==> config.mk <==
export PLATFORM = sky130hd
export DESIGN_NAME = tsc_capture_pair
export DESIGN_NICKNAME = d
export VERILOG_FILES = /design/src/rtl/tsc_pkg.sv /design/src/rtl/tsc_slot.sv /design/src/rtl/tsc_regmux.sv /design/src/rtl/tsc_capture_pair.sv
export SDC_FILE = /design/constraint.sdc
export NUM_CORES = 1
export LEC_CHECK = 0
export ABC_AREA = 1
export BUFFER_PORTS_ARGS = -buffer_cell sky130_fd_sc_hd__buf_2
export CAP_MARGIN = 20
export CORE_MARGIN = 10
export CORE_UTILIZATION = 45
export CTS_CLUSTER_DIAMETER = 200
export DETAILED_ROUTE_END_ITERATION = 7
export PLACE_DENSITY = 0.64
export SLEW_MARGIN = 20
export SYNTH_ARGS = -nofsm -noshare
export SYNTH_HDL_FRONTEND = slang
export SYNTH_SLANG_ARGS = --single-unit
==> constraint.sdc <==
create_clock -name clk -period 2.2 [get_ports clk]
set_input_delay 0.11 -clock clk [delete_from_list [all_inputs] [get_ports clk]]
set_output_delay 0.11 -clock clk [all_outputs]
set_load 0.005 [all_outputs]
==> src/rtl/tsc_pkg.sv <==
package tsc_pkg;
    typedef enum logic [1:0] {
        SEL_CTRL = 2'd0,
        SEL_LO   = 2'd1,
        SEL_HI   = 2'd2,
        SEL_RSV  = 2'd3
    } reg_sel_e;

    localparam int CTRL_EN_BIT    = 0;
    localparam int CTRL_VALID_BIT = 1;
    localparam int CTRL_MISS_BIT  = 2;
endpackage

==> src/rtl/tsc_slot.sv <==
module tsc_slot #(
    parameter int TIME_W = 64
) (
    input  logic              clk,
    input  logic              rst_n,
    input  logic [TIME_W-1:0] time_i,
    input  logic              req_i,
    input  logic              ctrl_wr_i,
    input  logic              en_wdata_i,
    input  logic              ctrl_rd_i,
    input  logic              hi_rd_i,
    output logic              en_o,
    output logic              valid_o,
    output logic              missed_o,
    output logic [TIME_W-1:0] stamp_o
);
    typedef struct packed {
        logic              en;
        logic              valid;
        logic              missed;
        logic [TIME_W-1:0] stamp;
    } slot_t;

    slot_t st_d, st_q;
    logic  take, drop;

    always_comb begin
        st_d = st_q;
        take = req_i && st_q.en && !st_q.valid && !hi_rd_i;
        drop = req_i && st_q.en && (st_q.valid || hi_rd_i);
        if (ctrl_wr_i) st_d.en = en_wdata_i;
        if (hi_rd_i)   st_d.valid = 1'b0;
        if (take) begin
            st_d.valid = 1'b1;
            st_d.stamp = time_i;
        end
        if (ctrl_rd_i) st_d.missed = 1'b0;
        if (drop)      st_d.missed = 1'b1;
    end

    always_ff @(posedge clk) begin
        if (!rst_n) st_q <= '0;
        else        st_q <= st_d;
    end

    assign en_o     = st_q.en;
    assign valid_o  = st_q.valid;
    assign missed_o = st_q.missed;
    assign stamp_o  = st_q.stamp;
endmodule

==> src/rtl/tsc_regmux.sv <==
module tsc_regmux
    import tsc_pkg::*;
#(
    parameter int NUM_CH = 2,
    parameter int DATA_W = 32,
    parameter int CH_W   = 1,
    localparam int ADDR_W = CH_W + 2,
    localparam int TIME_W = 2 * DATA_W
) (
    input  logic                          rd_i,
    input  logic                          wr_i,
    input  logic [ADDR_W-1:0]             addr_i,
    input  logic [NUM_CH-1:0]             en_i,
    input  logic [NUM_CH-1:0]             valid_i,
    input  logic [NUM_CH-1:0]             missed_i,
    input  logic [NUM_CH-1:0][TIME_W-1:0] stamp_i,
    output logic [NUM_CH-1:0]             ctrl_rd_o,
    output logic [NUM_CH-1:0]             hi_rd_o,
    output logic [NUM_CH-1:0]             ctrl_wr_o,
    output logic [DATA_W-1:0]             rdata_o
);
    reg_sel_e          sel;
    logic [CH_W-1:0]   ch_field;
    logic [NUM_CH-1:0] hit;

    assign sel      = reg_sel_e'(addr_i[1:0]);
    assign ch_field = addr_i[ADDR_W-1:2];

    for (genvar c = 0; c < NUM_CH; c++) begin : g_dec
        assign hit[c]       = (ch_field == CH_W'(c));
        assign ctrl_rd_o[c] = rd_i && hit[c] && (sel == SEL_CTRL);
        assign hi_rd_o[c]   = rd_i && hit[c] && (sel == SEL_HI);
        assign ctrl_wr_o[c] = wr_i && hit[c] && (sel == SEL_CTRL);
    end

    always_comb begin
        rdata_o = '0;
        for (int c = 0; c < NUM_CH; c++) begin
            if (hit[c]) begin
                case (sel)
                    SEL_CTRL: begin
                        rdata_o[CTRL_EN_BIT]    = en_i[c];
                        rdata_o[CTRL_VALID_BIT] = valid_i[c];
                        rdata_o[CTRL_MISS_BIT]  = missed_i[c];
                    end
                    SEL_LO:  rdata_o = stamp_i[c][DATA_W-1:0];
                    SEL_HI:  rdata_o = stamp_i[c][TIME_W-1:DATA_W];
                    default: rdata_o = '0;
                endcase
            end
        end
    end
endmodule

==> src/rtl/tsc_capture_pair.sv <==
module tsc_capture_pair #(
    parameter int NUM_CH = 2,
    parameter int DATA_W = 32,
    localparam int TIME_W = 2 * DATA_W,
    localparam int CH_W   = (NUM_CH > 1) ? $clog2(NUM_CH) : 1,
    localparam int ADDR_W = CH_W + 2
) (
    input  logic              clk,
    input  logic              rst_n,
    input  logic [TIME_W-1:0] time_i,
    input  logic [NUM_CH-1:0] cap_req_i,
    input  logic              reg_rd_i,
    input  logic              reg_wr_i,
    input  logic [ADDR_W-1:0] reg_addr_i,
    input  logic              reg_wbit_i,
    output logic [DATA_W-1:0] reg_rdata_o
);
    logic [NUM_CH-1:0]             en_w, valid_w, missed_w;
    logic [NUM_CH-1:0]             ctrl_rd_w, hi_rd_w, ctrl_wr_w;
    logic [NUM_CH-1:0][TIME_W-1:0] stamp_w;

    for (genvar c = 0; c < NUM_CH; c++) begin : g_slot
        tsc_slot #(.TIME_W(TIME_W)) u_slot (
            .clk        (clk),
            .rst_n      (rst_n),
            .time_i     (time_i),
            .req_i      (cap_req_i[c]),
            .ctrl_wr_i  (ctrl_wr_w[c]),
            .en_wdata_i (reg_wbit_i),
            .ctrl_rd_i  (ctrl_rd_w[c]),
            .hi_rd_i    (hi_rd_w[c]),
            .en_o       (en_w[c]),
            .valid_o    (valid_w[c]),
            .missed_o   (missed_w[c]),
            .stamp_o    (stamp_w[c])
        );
    end

    tsc_regmux #(.NUM_CH(NUM_CH), .DATA_W(DATA_W), .CH_W(CH_W)) u_mux (
        .rd_i      (reg_rd_i),
        .wr_i      (reg_wr_i),
        .addr_i    (reg_addr_i),
        .en_i      (en_w),
        .valid_i   (valid_w),
        .missed_i  (missed_w),
        .stamp_i   (stamp_w),
        .ctrl_rd_o (ctrl_rd_w),
        .hi_rd_o   (hi_rd_w),
        .ctrl_wr_o (ctrl_wr_w),
        .rdata_o   (reg_rdata_o)
    );
endmodule

==> flow_results.org <==
** Outcome
- Result of the run :: finished clean

** Placed design
- The HPWL after detailed placement is around 11,000 um.
- Input/output buffers :: roughly 110
- Routability-driven placement finished with a final weighted congestion of about 0.75.

** Min path
- Hold Path Class :: input pin to register

** Synthesis
- Arithmetic-cell share of the synthesized area counting full adders, half adders and majority gates :: less than 1%
- Synth cell types :: 17
- The mapped netlist covers 0.007034 mm^2.
- Combinational family with the most area after synthesis :: simple AND/OR/NAND/NOR gates
- Count of mapped cells out of synthesis :: 1,140
- The biggest area contributor in the post-synthesis netlist is sky130_fd_sc_hd__dfxtp_1.
- By area the synthesized netlist is led by sky130_fd_sc_hd__dfxtp_1, sky130_fd_sc_hd__nand2_1, sky130_fd_sc_hd__nand3_1.
- Counting flops and latches in the post-synthesis netlist gives 134.
- Area share of and/or/nand/nor cells after synthesis :: between 40% and 50%
- In this run the biggest area consumer among cell types represents 38.14% of the synthesized area.
- Of the post-synthesis cell area, the part taken by muxes is 0%.
- After Yosys synthesis, XOR and XNOR cells account for 0% of the synthesized area.
- Counting every net in the synthesized netlist gives ~1,200.
- Averaged over all synthesized cells, the footprint is 6.170 um^2.
- Number of warning messages in the yosys log :: 0
- Summing the sequential cell areas from Yosys gives between 30% and 40% of the chip area.
- The synthesized netlist devotes a little under 10% of its cell area to compound gates.

** Detailed routing
- Dividing the detail-routed wire length by the instance count gives roughly 13 um.
- After detailed routing, the number of vias per cell comes to roughly 5.
- Detailed-route wire length :: 18,430 um
- The final route contains approximately 7,000 vias.
- Residual DRC count :: 0
- For this run, the detailed router's first-pass iteration total came to 5.
- Count of antenna-violating nets left after detailed routing :: 0
- The first routing iteration left about 440 violations.

** Clock tree
- Maximum level of the CTS H-tree :: 4
- The clock passes through at most 2 buffers.
- Clock sink total :: 134
- Clock-pin slew was measured on the worst setup and hold paths at approximately 0.06 ns.
- The root buffer cell chosen for the clock tree is sky130_fd_sc_hd__clkbuf_16.
- Total of hold buffers inserted after clock tree synthesis :: 3
- Clock tree synthesis inserted a total of 17 buffers.
- TritonCTS clock tree :: done
- Buffers added to address setup during post-CTS repair amount to 0.
- In this run, post-CTS repair resized a total of 0 instances.
- Insertion delay to the later sink of the worst-skew pair :: roughly 0.41 ns

** Timing
- Setup repair after global routing left no endpoint under its margin.
- Final TNS setup :: 0 ns
- Max-slew headroom at the worst pin :: 58.29%
- Number of failing setup endpoints in the final timing report :: 0
- Number of hold violations in the final report :: 0
- Hold WS :: 0.02867 ns
- Between clock sinks in the finished design, the worst skew comes to roughly 0.0059 ns.
- Fmax achieved :: ~620 MHz
- Final period utilization :: 72.89%
- Total count of max-transition violations in the final report :: 0
- Fin crit period :: 1.603 ns
- Transition time at the pin with the least slew margin :: about 0.63 ns

** Global routing
- Global-route wire length before repair :: between 30,000 and 40,000 um
- Entering global routing, the biggest net connects between 90 and 100 pins.
- The initial antenna violation count was 0.
- Total routing usage reported by global routing :: around 17%
- Overall overflow remaining after global route :: 0
- Via count of the first global-routing pass :: about 6,600

** Flow run
- Count of max-cap constraint violations :: 0

** Final layout
- Most frequent cells in the layout :: sky130_fd_sc_hd__nand2_1, sky130_fd_sc_hd__nand3_1, sky130_fd_sc_hd__a21oi_1, sky130_fd_sc_hd__dfxtp_1, sky130_fd_sc_hd__nor2_1
- In the final layout, the share of cells above drive strength 1 is 13.43%.
- Relative area change from synthesis to final layout :: 17.11%
- Total Nets Final :: around 1,300
- 0 antenna diodes ended up in the layout.
- The filler cells instantiated in the layout total 1,644.
- Most common cell after layout, fill and taps aside :: sky130_fd_sc_hd__nand2_1

** Power
- VDD IR max :: 0.0005095 V
- Leakage power total :: about 4 nW
- The design draws about 5.9 mW.
- Power density normalized to cell area :: a little over 700 mW/mm^2

** Worst setup path
- In this design, the critical path's most frequently occurring cell is sky130_fd_sc_hd__nand2_1.
- The signal on the critical path passes through nand2_1 -> nor2_4 -> buf_4 -> nand3_1 -> nand2_1 -> nor2_1.
- Worst Setup Start Kind :: register
- CP Data Required Time :: 2.50 ns
- The largest individual stage delay along the critical path comes from the cell sky130_fd_sc_hd__buf_4.
- Data arrival at the endpoint of the critical path :: 1.90 ns
- The largest single stage delay on the critical path is between 0.5 and 0.6 ns.
- Worst setup EP type :: register
- Along the worst path, the maximum fanout reaches 62.
- The critical path is of the register to register type.

** Die
- The die covers 0.02103 mm^2.
- The die is ~150 um wide.
- From bottom edge to top edge, the die measures between 100 and 150 um.
- For this configuration, the core starts out at a cell density of a little under half.
- After floorplanning, the core was sized to cover 0.01526 mm^2.
- Total I/O pin count :: ~110
- The floorplan has between 40 and 50 rows.
final timing paths:
path	from	endpoint	slack (ns)	cells after the start
setup / recovery	g_slot[1].u_slot.en_o$_SDFFE_PN0P_	g_slot[1].u_slot.stamp_o[62]$_SDFFE_PN0P_	0.60	6
hold reg to reg	g_slot[1].u_slot.en_o$_SDFFE_PN0P_	g_slot[1].u_slot.en_o$_SDFFE_PN0P_	0.47	2
setup reg to reg	g_slot[1].u_slot.en_o$_SDFFE_PN0P_	g_slot[1].u_slot.stamp_o[62]$_SDFFE_PN0P_	0.60	6
hold / removal	time_i[42]	g_slot[1].u_slot.stamp_o[42]$_SDFFE_PN0P_	0.03	5
critical path, delay by kind of cell (launching register included):
kind	cells	cell delay, ns
buffers and inverters	1	0.52
DFF	1	0.34
and+or+nand+nor	5	0.59
metrics by stage:
step | utilization (%) | cell area [um^2] | setup slack (ns) | instances
floorplan | - | 7034 | 1.066 | 1140
global placement | 49.79 | 7597 | 0.5921 | 1382
detailed placement | 49.79 | 7597 | 0.5530 | 1382
CTS | 53.99 | 8238 | 0.6165 | 1417
global route | 53.99 | 8238 | 0.4420 | 1417
finish | 53.99 | 8238 | 0.5965 | 1417
kinds of logic after synthesis:
logic type,Yosys count
and+or+nand+nor,700
AOI/OAI and AO/OA,136
DFF,134
buffers and inverters,166
adders and majority gates,4
where the power goes:
part           internal (mW)  leakage (nW)  switching (mW)  total, mW
Sequential              2.48          1.08          0.0234       2.50
Combinational          0.175          2.70           0.329      0.503
Clock                   1.89         0.303            1.03       2.93
cell usage after synthesis (all sizes together):
library cell    n
a21oi         134
ha              4
clkbuf         18
buf            74
nand4           1
nand2         427
o21ai           2
inv            74
dfxtp         134
nand3         139
nor2          133
layout make-up:
cell class | instances | area, um^2 | share of cell area, %
Clock buffer | 23 | 488.0 | 5.923
Clock inverter | 9 | 122.6 | 1.488
Inverter | 74 | 277.8 | 3.372
Multi-Input combinational cell | 840 | 3585 | 43.51
Sequential cell | 134 | 2683 | 32.56
Tap cell | 211 | 264.0 | 3.205
Timing Repair Buffer | 126 | 818.3 | 9.933
registers in the layout (all words and copies together), names as in the netlist:
register / flops
g_slot.u_slot.stamp_o: 128
g_slot.u_slot.en_o: 2
g_slot.u_slot.missed_o: 2
g_slot.u_slot.valid_o: 2
metal layers:
metal  vias to the layer above  routed length (um)  share of wire [%]  global-route usage (%)
li1                       3679                   -                  -                       -
met3                        17                 798                4.3                   4.160
met2                       148                8435                 46                   28.22
met1                      3117                8986                 49                   22.66
met4                         0                 208                1.1                   4.750
met5                         -                   0                  0                       0
(Power assumes the default switching activity.)
